[src/rtl/lvr_pkg.sv]
package lvr_pkg;

  // Configuration bit layout: bit3 trip range, bit2 stop enable,
  // bit1 reset disable, bit0 power disable.
  typedef struct packed {
    logic range_hi;
    logic stop_en;
    logic rst_dis;
    logic pwr_dis;
  } lvr_cfg_t;

  localparam int unsigned CFG_W = $bits(lvr_cfg_t);

  typedef enum logic [1:0] {
    ST_ARMED   = 2'd0,
    ST_TRIPPED = 2'd1,
    ST_RECOVER = 2'd2
  } lvr_state_e;

endpackage

[src/rtl/lvr_sync.sv]
module lvr_sync #(
  parameter int unsigned WIDTH  = 2,
  parameter int unsigned STAGES = 2
) (
  input  logic             clk,
  input  logic             rst_n,
  input  logic [WIDTH-1:0] d,
  output logic [WIDTH-1:0] q
);

  logic [WIDTH-1:0] stage_q [STAGES];

  for (genvar s = 0; s < STAGES; s++) begin : g_stage
    if (s == 0) begin : g_first
      always_ff @(posedge clk or negedge rst_n) begin
        if (!rst_n) stage_q[s] <= '0;
        else        stage_q[s] <= d;
      end
    end else begin : g_next
      always_ff @(posedge clk or negedge rst_n) begin
        if (!rst_n) stage_q[s] <= '0;
        else        stage_q[s] <= stage_q[s-1];
      end
    end
  end

  assign q = stage_q[STAGES-1];

endmodule

[src/rtl/lvr_cfg_reg.sv]
module lvr_cfg_reg
  import lvr_pkg::*;
(
  input  logic             clk,
  input  logic             por_n,
  input  logic             wr_en,
  input  logic [CFG_W-1:0] wr_data,
  output lvr_cfg_t         cfg,
  output logic             locked
);

  lvr_cfg_t cfg_q;
  logic     lock_q;

  // Only power-on reset clears the lock; the block's own reset
  // request has no path back into this register.
  always_ff @(posedge clk or negedge por_n) begin
    if (!por_n) begin
      cfg_q  <= '0;
      lock_q <= 1'b0;
    end else if (wr_en && !lock_q) begin
      cfg_q  <= lvr_cfg_t'(wr_data);
      lock_q <= 1'b1;
    end
  end

  assign cfg    = cfg_q;
  assign locked = lock_q;

endmodule

[src/rtl/lvr_hyst_fsm.sv]
module lvr_hyst_fsm
  import lvr_pkg::*;
#(
  parameter int unsigned HOLD_CYCLES = 16
) (
  input  logic clk,
  input  logic por_n,
  input  logic monitor_on,   // monitoring active this cycle
  input  logic force_off,    // monitor powered down
  input  logic rst_allow,    // resets may be issued
  input  logic low_s,
  input  logic high_s,
  output logic rst_req,
  output logic status_low
);

  localparam int unsigned CNT_W = (HOLD_CYCLES > 1) ? $clog2(HOLD_CYCLES) : 1;
  localparam logic [CNT_W-1:0] CNT_LAST = CNT_W'(HOLD_CYCLES - 1);

  lvr_state_e       state_q, state_d;
  logic [CNT_W-1:0] cnt_q, cnt_d;
  logic             stat_q;

  always_comb begin
    state_d = state_q;
    cnt_d   = cnt_q;
    if (force_off) begin
      state_d = ST_ARMED;
      cnt_d   = '0;
    end else begin
      unique case (state_q)
        ST_ARMED: begin
          if (monitor_on && rst_allow && low_s) state_d = ST_TRIPPED;
        end
        ST_TRIPPED: begin
          if (high_s && !low_s) begin
            state_d = ST_RECOVER;
            cnt_d   = '0;
          end
        end
        ST_RECOVER: begin
          if (low_s || !high_s) begin
            state_d = ST_TRIPPED;
          end else if (cnt_q == CNT_LAST) begin
            state_d = ST_ARMED;
          end else begin
            cnt_d = cnt_q + 1'b1;
          end
        end
        default: state_d = ST_ARMED;
      endcase
    end
  end

  always_ff @(posedge clk or negedge por_n) begin
    if (!por_n) begin
      state_q <= ST_ARMED;
      cnt_q   <= '0;
      stat_q  <= 1'b0;
    end else begin
      state_q <= state_d;
      cnt_q   <= cnt_d;
      if (monitor_on) stat_q <= low_s;
    end
  end

  assign rst_req    = (state_q != ST_ARMED);
  assign status_low = stat_q;

endmodule

[src/rtl/lvr_supervisor.sv]
module lvr_supervisor
  import lvr_pkg::*;
#(
  parameter int unsigned SYNC_STAGES = 2,
  parameter int unsigned HOLD_CYCLES = 16
) (
  input  logic             clk,
  input  logic             por_n,
  input  logic             cmp_below_fall,
  input  logic             cmp_above_rise,
  input  logic             stop_mode,
  input  logic             cfg_we,
  input  logic [CFG_W-1:0] cfg_wdata,
  output logic             sys_rst_req,
  output logic             supply_low,
  output logic             range_hi
);

  lvr_cfg_t   cfg_q;
  logic       cfg_locked;
  logic [1:0] cmp_raw, cmp_s;
  logic       lo_s, hi_s;
  logic       mon_on;

  assign cmp_raw = {cmp_above_rise, cmp_below_fall};

  lvr_sync #(.WIDTH(2), .STAGES(SYNC_STAGES)) u_sync (
    .clk   (clk),
    .rst_n (por_n),
    .d     (cmp_raw),
    .q     (cmp_s)
  );

  assign lo_s = cmp_s[0];
  assign hi_s = cmp_s[1];

  lvr_cfg_reg u_cfg (
    .clk     (clk),
    .por_n   (por_n),
    .wr_en   (cfg_we),
    .wr_data (cfg_wdata),
    .cfg     (cfg_q),
    .locked  (cfg_locked)
  );

  assign mon_on = !cfg_q.pwr_dis && (!stop_mode || cfg_q.stop_en);

  lvr_hyst_fsm #(.HOLD_CYCLES(HOLD_CYCLES)) u_fsm (
    .clk        (clk),
    .por_n      (por_n),
    .monitor_on (mon_on),
    .force_off  (cfg_q.pwr_dis),
    .rst_allow  (!cfg_q.rst_dis),
    .low_s      (lo_s),
    .high_s     (hi_s),
    .rst_req    (sys_rst_req),
    .status_low (supply_low)
  );

  assign range_hi = cfg_q.range_hi;

endmodule

[config.mk]
export PLATFORM = sky130hd
export DESIGN_NAME = lvr_supervisor
export DESIGN_NICKNAME = d
export VERILOG_FILES = /design/src/rtl/lvr_pkg.sv /design/src/rtl/lvr_sync.sv /design/src/rtl/lvr_cfg_reg.sv /design/src/rtl/lvr_hyst_fsm.sv /design/src/rtl/lvr_supervisor.sv
export SDC_FILE = /design/constraint.sdc
export NUM_CORES = 1
export LEC_CHECK = 0
export ABC_AREA = 1
export BUFFER_PORTS_ARGS = -buffer_cell sky130_fd_sc_hd__buf_4
export CAP_MARGIN = 10
export CELL_PAD_IN_SITES_DETAIL_PLACEMENT = 1
export CELL_PAD_IN_SITES_GLOBAL_PLACEMENT = 2
export CORE_UTILIZATION = 30
export DETAILED_ROUTE_END_ITERATION = 12
export PLACE_DENSITY_LB_ADDON = 0.1
export SETUP_SLACK_MARGIN = 0.05
export SYNTH_ARGS = -nofsm -noshare
export SYNTH_HDL_FRONTEND = slang
export SYNTH_SLANG_ARGS = --single-unit
[constraint.sdc]
create_clock -name clk -period 2.1 [get_ports clk]
set_input_delay 0.42 -clock clk [delete_from_list [all_inputs] [get_ports clk]]
set_output_delay 0.42 -clock clk [all_outputs]
set_load 0.005 [all_outputs]
### Yosys cells after proc, flatten, opt, wreduce, memory -nomap -nowiden

Cells that the tools add are included.

| storage, ports and cells | value |
|---|---|
| output and inout bits | 3 |
| bits of input ports | 10 |
| bits in registers | 16 |
| logic and storage cells | 48 |

| operators by class | value |
|---|---|
| equality and inequality tests | 8 |
| reductions and logical operators | 18 |
| add/subtract/negate cells | 1 |
| mux-type cells | 11 |

Operators with widths:

| cell | number |
|---|---|
| $mux W4 | 4 |
| $mux W2 | 5 |
| $pmux W4 S2 | 1 |
| $logic_not A1 Y1 | 6 |
| $ne A3 B2 Y1 const B | 2 |
| $ne A3 B3 Y1 const B | 2 |
| $pmux W2 S3 | 1 |
| $logic_and A1 B1 Y1 | 5 |
| $add A4 B1 Y4 const B | 1 |
| $eq A4 B4 Y1 const B | 1 |
| $ne A4 B2 Y1 const B | 1 |
| $reduce_and A4 Y1 | 1 |
| $reduce_and A3 Y1 | 1 |
| $reduce_bool A3 Y1 | 1 |
| $eq A2 B1 Y1 const B | 1 |
| $eq A2 B2 Y1 const B | 1 |
| $logic_not A2 Y1 | 1 |
| $logic_or A1 B1 Y1 | 2 |
| $reduce_bool A2 Y1 | 1 |

### Logic depth before layout (Yosys ltp)

Gate-level depths: netlist of the first run.

| depth | value |
|---|---|
| depth after elaboration | 8 |
| mapped depth | 7 |
| gate-level depth less buffers | 7 |

### Hierarchy

From an unflattened synthesis of the first run, not the netlist that was laid out.

| unflattened totals | value |
|---|---|
| cell total of the unflattened synthesis | 88 |
| area, all modules | 753.2 um^2 |

By module, submodules not included:

| module | cells an instance | times used | seq. area each (um^2) | area an instance (um^2) |
|---|---|---|---|---|
| lvr_hyst_fsm | 59 | 1 | 175.2 | 432.9 |
| lvr_cfg_reg | 20 | 1 | 125.1 | 188.9 |
| lvr_sync | 6 | 1 | 100.1 | 115.1 |
| lvr_supervisor | 3 | 1 | 0.0 | 16.3 |

### Worst setup path before layout of the first run

No wires, ideal clock.

| timing path | value |
|---|---|
| path kind | register to register |
| from | register u_fsm.cnt_q[0] |
| to | register u_fsm.cnt_q[0] |
| stages on the path, launching flop included | 8 |
| buffers on the path | 0 |
| data arrival time | 1024 ps |
| data required time | 1982 ps |
| clock period less this slack | 1142 ps |
| setup time | 118 ps |
| slack | 958 ps |
| path through | dfrtp_1 -> ha_1 -> nand3_1 -> nand2_2 -> nand2_2 -> nand2_4 -> nor2_2 -> nor2_2 |

| on the way | value |
|---|---|
| cells in the longest elaborated chain, start to end | 5 |
| elaborated cells between the ends (all ways) | 8 |
| those cells by class | add/sub (1); eq/ne (2); mux (4); reduce/logical (1) |

RTL lines:

| element | line | text |
|---|---|---|
| from (decl) | lvr_hyst_fsm.sv:21 | `logic [CNT_W-1:0] cnt_q, cnt_d;` |
| from (signal assigned) | lvr_hyst_fsm.sv:62 | `cnt_q <= cnt_d;` |
| $add A4 B1 Y4 | lvr_hyst_fsm.sv:47 | `cnt_d = cnt_q + 1'b1;` |
| $mux W4 | lvr_hyst_fsm.sv:44 | `end else if (cnt_q == CNT_LAST) begin` |
| $mux W4 | lvr_hyst_fsm.sv:42 | `if (low_s \|\| !high_s) begin` |
| $pmux W4 S2 | lvr_hyst_fsm.sv:31 | `unique case (state_q)` |
| $mux W4 | lvr_hyst_fsm.sv:27 | `if (force_off) begin` |

Parallel ways exist; a longest one is shown, timed or not. The select of a mux whose other input is x is not followed.
A chain may end at the register's enable or synchronous reset.

### Final worst setup path of the first run

| timing path | value |
|---|---|
| from | register u_fsm.state_q[1] |
| to | output sys_rst_req |

| on the way | value |
|---|---|
| cells in the longest elaborated chain, start to end | 1 |

RTL lines:

| element | line | text |
|---|---|---|
| from (decl) | lvr_hyst_fsm.sv:20 | `lvr_state_e state_q, state_d;` |
| from (signal assigned) | lvr_hyst_fsm.sv:61 | `state_q <= state_d;` |
| $reduce_bool A2 Y1 | lvr_hyst_fsm.sv:67 | `assign rst_req = (state_q != ST_ARMED);` |
| to (decl) | lvr_supervisor.sv:14 | `output logic sys_rst_req,` |

Every way passes these cells.

==> impl_metrics.csv, run 1 <==
group,metric,value,unit
run_status,status,"finished, final reports clean",
synth,syn_inst,88,
sta,slew_headroom,0.8261,
sta,fmax,687.2,MHz
worst_hold_path,min_path_type,"in -> reg",
synth,ys.warnings.count,0,
routing,vias,574,
grt,grt_pass1_vias,604,
power,leakage,0.4886,nW
placement,place_congestion,0.7728,
die,fp.dieH,52.52,um
clock_tree,clk_pin_slew,90,ps
power,powerDensity,534.2,nW/um^2
grt,grt_pass1_wl,2.622,mm
critical_path,crit_fanout,5,
die,coreArea,2318,um^2
critical_path,rrSetupSlack,840,ps
worst_hold_path,whs_endpoint,"u_sync.stage_q[3]",
grt,grt_use_met2,0.2384,
grt,grtUsageTotal,0.1392,
placement,post-dp-hpwl,1.189,mm
finish,final_nets,117,
routing,vias_per_cell,4.348,
placement,dp_worst_setup_slack,846.2,ps
finish,synthToLayoutAreaGrowth,20.59,%
die,io-pin-count,13,
job,maxCapViolCount,0,
sta,finalHoldViolations,0,
sta,finalSetupViolCount,0,
critical_path,startpoint_type,"flip-flop",
sta,finalClockSkew,0.9552,ps
critical_path,crit_type,"reg -> out",
finish,n_fill_cell,289,
clock_tree,cts_tree,"done",
routing,drtIter0Drc,7,
grt,grt_remaining_overflow,0,
critical_path,worstPathRequired,1680,ps
sta,holdWs,243.0,ps
placement,io_buffers,12,
routing,routed_wl,1.448,mm
finish,antenna_cells,0,
die,initial_core_util,0.3303,
routing,wl_per_cell,10.97,um
critical_path,critical_path.reg2reg.endpoint,"u_fsm.state_q[1]",
finish,final_layout_size_suffix_gt1_frac,0.2981,
synth,syn_area_per_cell,8.702,um^2
sta,period_minus_slack,1455,ps
sta,timing.final.crit_share,0.6930,
worst_hold_path,hold_depth,1,
clock_tree,clock_latency,280,ps
die,rows,17,
grt,grt_max_degree,17,
critical_path,reg2regPathDepth,7,
grt,met1_usage,0.1603,
sta,tns,0,ps
sta,rsz0062_at_grt,"no",
routing,drc_errors,0,
clock_tree,cts_buffer_depth,2,
power,p_total,0.0004932,W
clock_tree,clock-sinks,16,
worst_hold_path,hold_path_startpoint,"cmp_above_rise",
power,peakVddDrop,0.2366,mV
die,die_x,52.52,um
synth,netlist_area,765.7,um^2
critical_path,critPathCaptureType,"primary output",
synth,synth_sequential_area_ratio,0.5229,
routing,ant_nets,0,
clock_tree,htreeDepth,1,
sta,finalMaxSlewViolations,0,
grt,grt_util_met3,0.02609,
sta,fin_ws,644.7,ps
clock_tree,cts_root_buffer,"clkbuf_4",
critical_path,reg2reg_from,"u_fsm.cnt_q[0]",
clock_tree,cts_buffers,3,
grt,antenna_found_initial,0,
synth,ys_types,17,
critical_path,worstPathArrival,1040,ps
grt,grt-busiest-layer,"met2",
synth,syn-num-nets,99,
synth,ys_ff_latch,16,
die,dieArea,2758,um^2
routing,first_pass_iters,4,
sta,tightest_slew,260.2,ps
==> power by group <==
part | total [W] | switching, W | internal (W)
Clock | 0.000156 | 0.0000892 | 0.0000664
Combinational | 0.0000242 | 0.0000110 | 0.0000132
Sequential | 0.000313 | 0.00000180 | 0.000312
==> cell families after synthesis <==
logic type	count (synthesis)	share of synthesized area
flops	16	0.5229
compound gates	3	0.01960
xor+xnor	1	0.01144
fa+ha+maj	1	0.01634
simple gates	49	0.3219
buf+inv	16	0.07843
mux	2	0.02941
==> repair_timing <==
action | CTS | global route
endpoints found under the hold margin | 16 | 0
hold buffers | 1 | 0
setup buffers | 0 | 0
resized for setup | 0 | 0
==> cells in the mapped netlist <==
library cell / count / area [um^2]
nand3_1: 5 / 25.02
inv_1: 14 / 52.55
ha_1: 1 / 12.51
nand2_1: 23 / 86.33
nand3_2: 2 / 20.02
nor2_4: 2 / 22.52
xor2_1: 1 / 8.760
a21oi_1: 3 / 15.01
nor3_1: 1 / 5.000
nand2_4: 1 / 11.26
nor2_1: 7 / 26.28
nand2_2: 3 / 18.77
inv_2: 2 / 7.510
dfrtp_1: 16 / 400.4
nor2_2: 4 / 25.02
mux2_2: 2 / 22.52
nand4_1: 1 / 6.260
==> flip-flops by register name, indices dropped and copies added, names as in the netlist <==
name,cells
u_sync.q,2
u_cfg.cfg,4
u_fsm.state_q,2
u_fsm.cnt_q,4
u_fsm.status_low,1
u_sync.stage_q,2
u_cfg.locked,1
==> routing by layer <==
layer / share of wire / wire length (um) / vias to the layer above
met1: 0.46 / 669 / 262
met5: 0 / 0 / -
li1: - / - / 300
met2: 0.49 / 713 / 10
met3: 0.033 / 48 / 2
met4: 0.012 / 17 / 0
==> layout make-up <==
cell class,count,area [um^2],area share
Clock buffer,3,22.52,0.02439
Inverter,16,60.06,0.06504
Multi-Input combinational cell,56,305.3,0.3306
Sequential cell,16,400.4,0.4336
Tap cell,28,35.03,0.03794
Timing Repair Buffer,13,100.1,0.1084
==> worst max path at each step <==
stage / from / to
6_report: u_fsm.state_q[1] / sys_rst_req
5_1_grt: u_fsm.state_q[1] / sys_rst_req
4_1_cts: u_fsm.state_q[1] / sys_rst_req
3_5_place_dp: u_fsm.cnt_q[0] / u_fsm.state_q[1]
3_3_place_gp: cfg_we / u_cfg.cfg[3]
2_1_floorplan: u_fsm.cnt_q[0] / u_fsm.cnt_q[0]
==> critical path, stage by stage (launching register included) <==
cell	delay, ps
dfrtp_1	440
inv_1	110
nand2_1	80
buf_4	140
==> through the flow <==
step	utilization	std cells	cell area, um^2
2_1_floorplan	-	88	765.7
3_3_place_gp	0.3842	128	890.9
3_5_place_dp	0.3842	128	890.9
4_1_cts	0.3983	132	923.4
5_1_grt	0.3983	132	923.4
6_report	0.3983	132	923.4
==> placed cells by master (no fill, tap or decap), drive strengths merged <==
cell and n:
nor2 13, a21oi 3, xor2 1, inv 16, ha 1, nand2 27, clkbuf 3, nand3 7
dfrtp 16, nand4 1, buf 12, dlygate4sd3 1, mux2 2, nor3 1
Power figures use the tool's default switching activity.
==> run 2: changes to the inputs <==
- clock period: 2.1 -> 1.45 ns (I/O delays scaled with it)
==> run 2 against run 1 <==
Net effect:
- die area unchanged
- clock skew is 5.9 ps higher
- critical path type unchanged
- via count rose by 2.1%
- utilization is 0.59 points higher
- global-route usage decreased by 0.52 points
- combinational power increased by 46%
- sequential power grew 45%
- cell area is 1.5% higher
==> impl_metrics.csv, run 2 (synthesis results as in run 1) <==
group,metric,value,unit
critical_path,crit_type,"reg -> out",
critical_path,startpoint_type,"flip-flop",
routing,wl_per_cell,10.95,um
grt,grt_max_degree,17,
finish,n_fill_cell,298,
die,fp.dieH,52.52,um
critical_path,worstPathRequired,1160,ps
grt,grt_remaining_overflow,0,
clock_tree,clk_pin_slew,100,ps
die,initial_core_util,0.3303,
grt,antenna_found_initial,0,
clock_tree,htreeDepth,1,
critical_path,critPathCaptureType,"primary output",
die,die_x,52.52,um
finish,layout_common_cells,"23 x nand2_1, 16 x dfrtp_1, 14 x inv_1",
grt,grt_pass1_wl,2.566,mm
sta,slew_headroom,0.8200,
routing,first_pass_iters,3,
clock_tree,clock-sinks,16,
sta,tightest_slew,269.4,ps
finish,antenna_cells,0,
sta,fmax,746.0,MHz
placement,place_congestion,0.7888,
routing,ant_nets,0,
worst_hold_path,min_path_type,"in -> reg",
clock_tree,cts_hold_buf,1,
die,coreArea,2318,um^2
finish,final-seq-area,400.4,um^2
critical_path,worstPathCellList,"inv_1, nand2_1, buf_4",
placement,io_buffers,12,
sta,finalSetupViolCount,0,
clock_tree,cts_buffer_depth,2,
clock_tree,clock_latency,290,ps
clock_tree,cts_root_buffer,"clkbuf_4",
routing,vias_per_cell,4.406,
placement,post-dp-hpwl,1.147,mm
power,leakage,0.4958,nW
finish,synthToLayoutAreaGrowth,22.39,%
sta,holdWs,109.0,ps
job,maxCapViolCount,0,
critical_path,worstPathArrival,1050,ps
grt,grtUsageTotal,0.1340,
power,powerDensity,833.8,nW/um^2
sta,rsz0062_at_grt,"no",
grt,grt_pass1_vias,605,
critical_path,crit_path_max_incr_delay,440,ps
clock_tree,cts_buffers,3,
critical_path,crit_fanout,5,
sta,finalClockSkew,6.852,ps
clock_tree,cts_tree,"done",
clock_tree,post_cts_buffers,0,
sta,timing.final.crit_share,0.9244,
routing,drc_errors,0,
sta,finalHoldViolations,0,
die,rows,17,
die,io-pin-count,13,
run_status,status,"finished, final reports clean",
clock_tree,cts_repair_resize_count,0,
routing,drtIter0Drc,2,
routing,routed_wl,1.456,mm
finish,layout_commonest_cell,"nand2_1",
sta,period_minus_slack,1340,ps
finish,final_nets,117,
critical_path,worst_path_max_delay_cell,"dfrtp_1",
finish,final_layout_size_suffix_gt1_frac,0.3048,
finish,multiInputGateArea,305.3,um^2
power,peakVddDrop,0.5575,mV
sta,tns,0,ps
routing,vias,586,
die,dieArea,2758,um^2
sta,finalMaxSlewViolations,0,
[run 2: layer usage]
layer	global-route usage	wire length, um	vias to the layer above
met5	0	0	-
met4	0.05263	14	0
met3	0.05217	56	2
met2	0.2236	683	9
met1	0.1519	700	272
li1	-	-	303
[run 2: final cells by class]
cell class	instances	share of cell area
Multi-Input combinational cell	56	0.3258
Tap cell	28	0.03738
Sequential cell	16	0.4272
Clock buffer	4	0.03872
Inverter	16	0.06409
Timing Repair Buffer	13	0.1068
[run 2: report_power, final]
group	internal, W	total [W]	switching (W)
clock	0.000153	0.000292	0.000139
sequential	0.000451	0.000454	0.00000292
combinational	0.0000191	0.0000353	0.0000162
total	0.000623	0.000781	0.000158
[run 2: worst paths after layout]
| path | cells past startpoint | slack [ps] | startpoint | end |
|---|---|---|---|---|
| worst max-delay path | 3 | 110 | u_fsm.state_q[1] | sys_rst_req |
| worst min-delay path | 1 | 110 | cmp_above_rise | u_sync.stage_q[3] |
| worst max register to register | 7 | 220 | u_fsm.cnt_q[0] | u_fsm.state_q[1] |
| worst min register to register | 0 | 360 | u_sync.stage_q[3] | u_sync.q[1] |
| max in group asynchronous | 2 | 880 | por_n | u_fsm.cnt_q[1] |
| min in group asynchronous | 2 | 380 | por_n | u_fsm.status_low |
[run 2: through the flow]
step	total power [W]	area, um^2	cells	utilization	setup slack (ps)
5_1_grt	0.0008180	937.1	133	0.4042	58.25
4_1_cts	0.0008013	937.1	133	0.4042	94.83
3_3_place_gp	0.0004966	890.9	128	0.3842	240.2
2_1_floorplan	0.0004688	765.7	88	-	307.7
3_5_place_dp	0.0004979	890.9	128	0.3842	219.0
6_report	0.0007814	937.1	133	0.4042	109.6
[run 2: worst max-delay path: cells and delay by family (launching register included)]
family / cells / cell delay (ps)
flops: 1 / 440
buf+inv: 2 / 250
simple gates: 1 / 80
==> run 3: changes to the inputs <==
- ABC_CLOCK_PERIOD_IN_PS: unset -> 1450
- GPL_ROUTABILITY_DRIVEN: unset -> 0
- PLACE_DENSITY: unset -> 0.8
- PLACE_DENSITY_LB_ADDON: 0.1 -> unset
==> run 3 against run 2 <==
Net effect:
- non-clock buffer count is 2 higher
- clock skew is 0.78 ps higher
- via count is 1.9% lower
- fmax is 2.3% higher
- utilization is 0.054 points higher
- clock power is 22% lower
==> impl_metrics.csv, run 3 (synthesis results as in run 1) <==
group,metric,value,unit
sta,finalMaxSlewViolations,0,
clock_tree,cts_repair_resize_count,0,
sta,period_minus_slack,1311,ps
clock_tree,cts_root_buffer,"clkbuf_4",
die,coreArea,2318,um^2
clock_tree,htreeDepth,1,
die,initial_core_util,0.3303,
power,leakage,0.4995,nW
grt,antenna_found_initial,0,
clock_tree,cts_buffers,3,
grt,grt_pass1_vias,607,
sta,fmax,762.9,MHz
routing,drtIter0Drc,14,
worst_hold_path,min_path_type,"in -> reg",
critical_path,crit_type,"reg -> out",
die,die_x,52.52,um
sta,tightest_slew,277.6,ps
critical_path,startpoint_type,"flip-flop",
die,rows,17,
finish,final-seq-area,400.4,um^2
placement,io_buffers,12,
finish,final_layout_size_suffix_gt1_frac,0.3113,
die,dieArea,2758,um^2
finish,n_fill_cell,285,
sta,finalSetupViolCount,0,
sta,slew_headroom,0.8145,
sta,finalClockSkew,7.630,ps
routing,wl_per_cell,10.61,um
critical_path,worstPathArrival,1020,ps
placement,post-dp-hpwl,1.096,mm
power,powerDensity,765.7,nW/um^2
critical_path,crit_fanout,3,
die,io-pin-count,13,
grt,grt_pass1_wl,2.532,mm
run_status,status,"finished, final reports clean",
clock_tree,cts_buffer_depth,2,
routing,vias_per_cell,4.291,
sta,tns,0,ps
finish,final_nets,119,
job,maxCapViolCount,0,
grt,grt_max_degree,17,
grt,grt_remaining_overflow,0,
routing,ant_nets,0,
finish,antenna_cells,0,
critical_path,critPathCaptureType,"primary output",
clock_tree,clock-sinks,16,
sta,finalHoldViolations,0,
finish,multiInputGateArea,305.3,um^2
finish,layout_common_cells,"23 x nand2_1, 16 x dfrtp_1, 14 x inv_1, 14 x buf_4, 7 x nor2_1",
finish,fin_util,0.4047,
power,peakVddDrop,0.4499,mV
finish,synthToLayoutAreaGrowth,22.55,%
finish,layout_commonest_cell,"nand2_1",
grt,grtUsageTotal,0.1326,
routing,routed_wl,1.422,mm
critical_path,worstPathRequired,1160,ps
sta,rsz0062_at_grt,"no",
clock_tree,cts_tree,"done",
clock_tree,clock_latency,280,ps
routing,vias,575,
sta,timing.final.crit_share,0.9040,
die,fp.dieH,52.52,um
routing,drc_errors,0,
routing,first_pass_iters,4,
clock_tree,clk_pin_slew,90,ps
[run 3: changes by cell type in the layout (fill, tap and decap cells not counted), sizes merged]
cell    before  now
buf         12   14
clkbuf       4    3
[run 3: worst paths after layout]
kind,start,end,slack [ps],depth (start not counted)
min in group asynchronous,por_n,u_cfg.locked,420,2
max,u_fsm.state_q[0],sys_rst_req,140,3
min,cmp_above_rise,u_sync.stage_q[3],110,1
max reg2reg,u_fsm.cnt_q[0],u_fsm.state_q[1],220,7
max in group asynchronous,por_n,u_fsm.cnt_q[2],840,2
min reg2reg,u_sync.stage_q[3],u_sync.q[1],350,0
[run 3: power by group]
group	internal, W	leakage [nW]	switching [W]
Combinational	0.0000191	0.292	0.0000164
Clock	0.0000963	0.0138	0.000133
Sequential	0.000451	0.193	0.00000271
[run 3: worst max-delay path, stage by stage (launching register included)]
cell     delay (ps)
dfrtp_1         410
inv_1           110
nand2_1          80
buf_4           140
[run 3: stage by stage]
stage	power [W]	worst slack, ps	cells	hold WS (ps)	cell area, um^2
final	0.0007186	139.1	134	114.4	938.4
after global routing	0.0007513	65.53	134	90.69	938.4
after CTS	0.0007344	80.69	132	97.88	923.4
after detailed placement	0.0004976	204.4	128	162.1	890.9
after global placement	0.0004963	256.4	128	160.4	890.9
after floorplan	0.0004688	307.7	88	-5.591	765.7
[run 3: what timing repair did]
item / CTS / global route
endpoints found under the hold margin: 16 / 0
hold buffers: 1 / 0
endpoints found under the setup margin: 0 / 1
buffers inserted: 0 / 2
[run 3: metal layers]
layer / GRT usage / wire [um] / share of wire
met5: 0 / 0 / 0
met4: 0.09211 / 14 / 0.0098
met3: 0.02609 / 38 / 0.027
met2: 0.2068 / 664 / 0.47
met1: 0.1622 / 704 / 0.50
[run 3: cell type report]
class | count | share of cell area
clock buffers | 3 | 0.02400
repair buffers | 15 | 0.1227
flip-flops and latches | 16 | 0.4267
multi-input cells | 56 | 0.3253
inverters | 16 | 0.06400
well taps | 28 | 0.03733
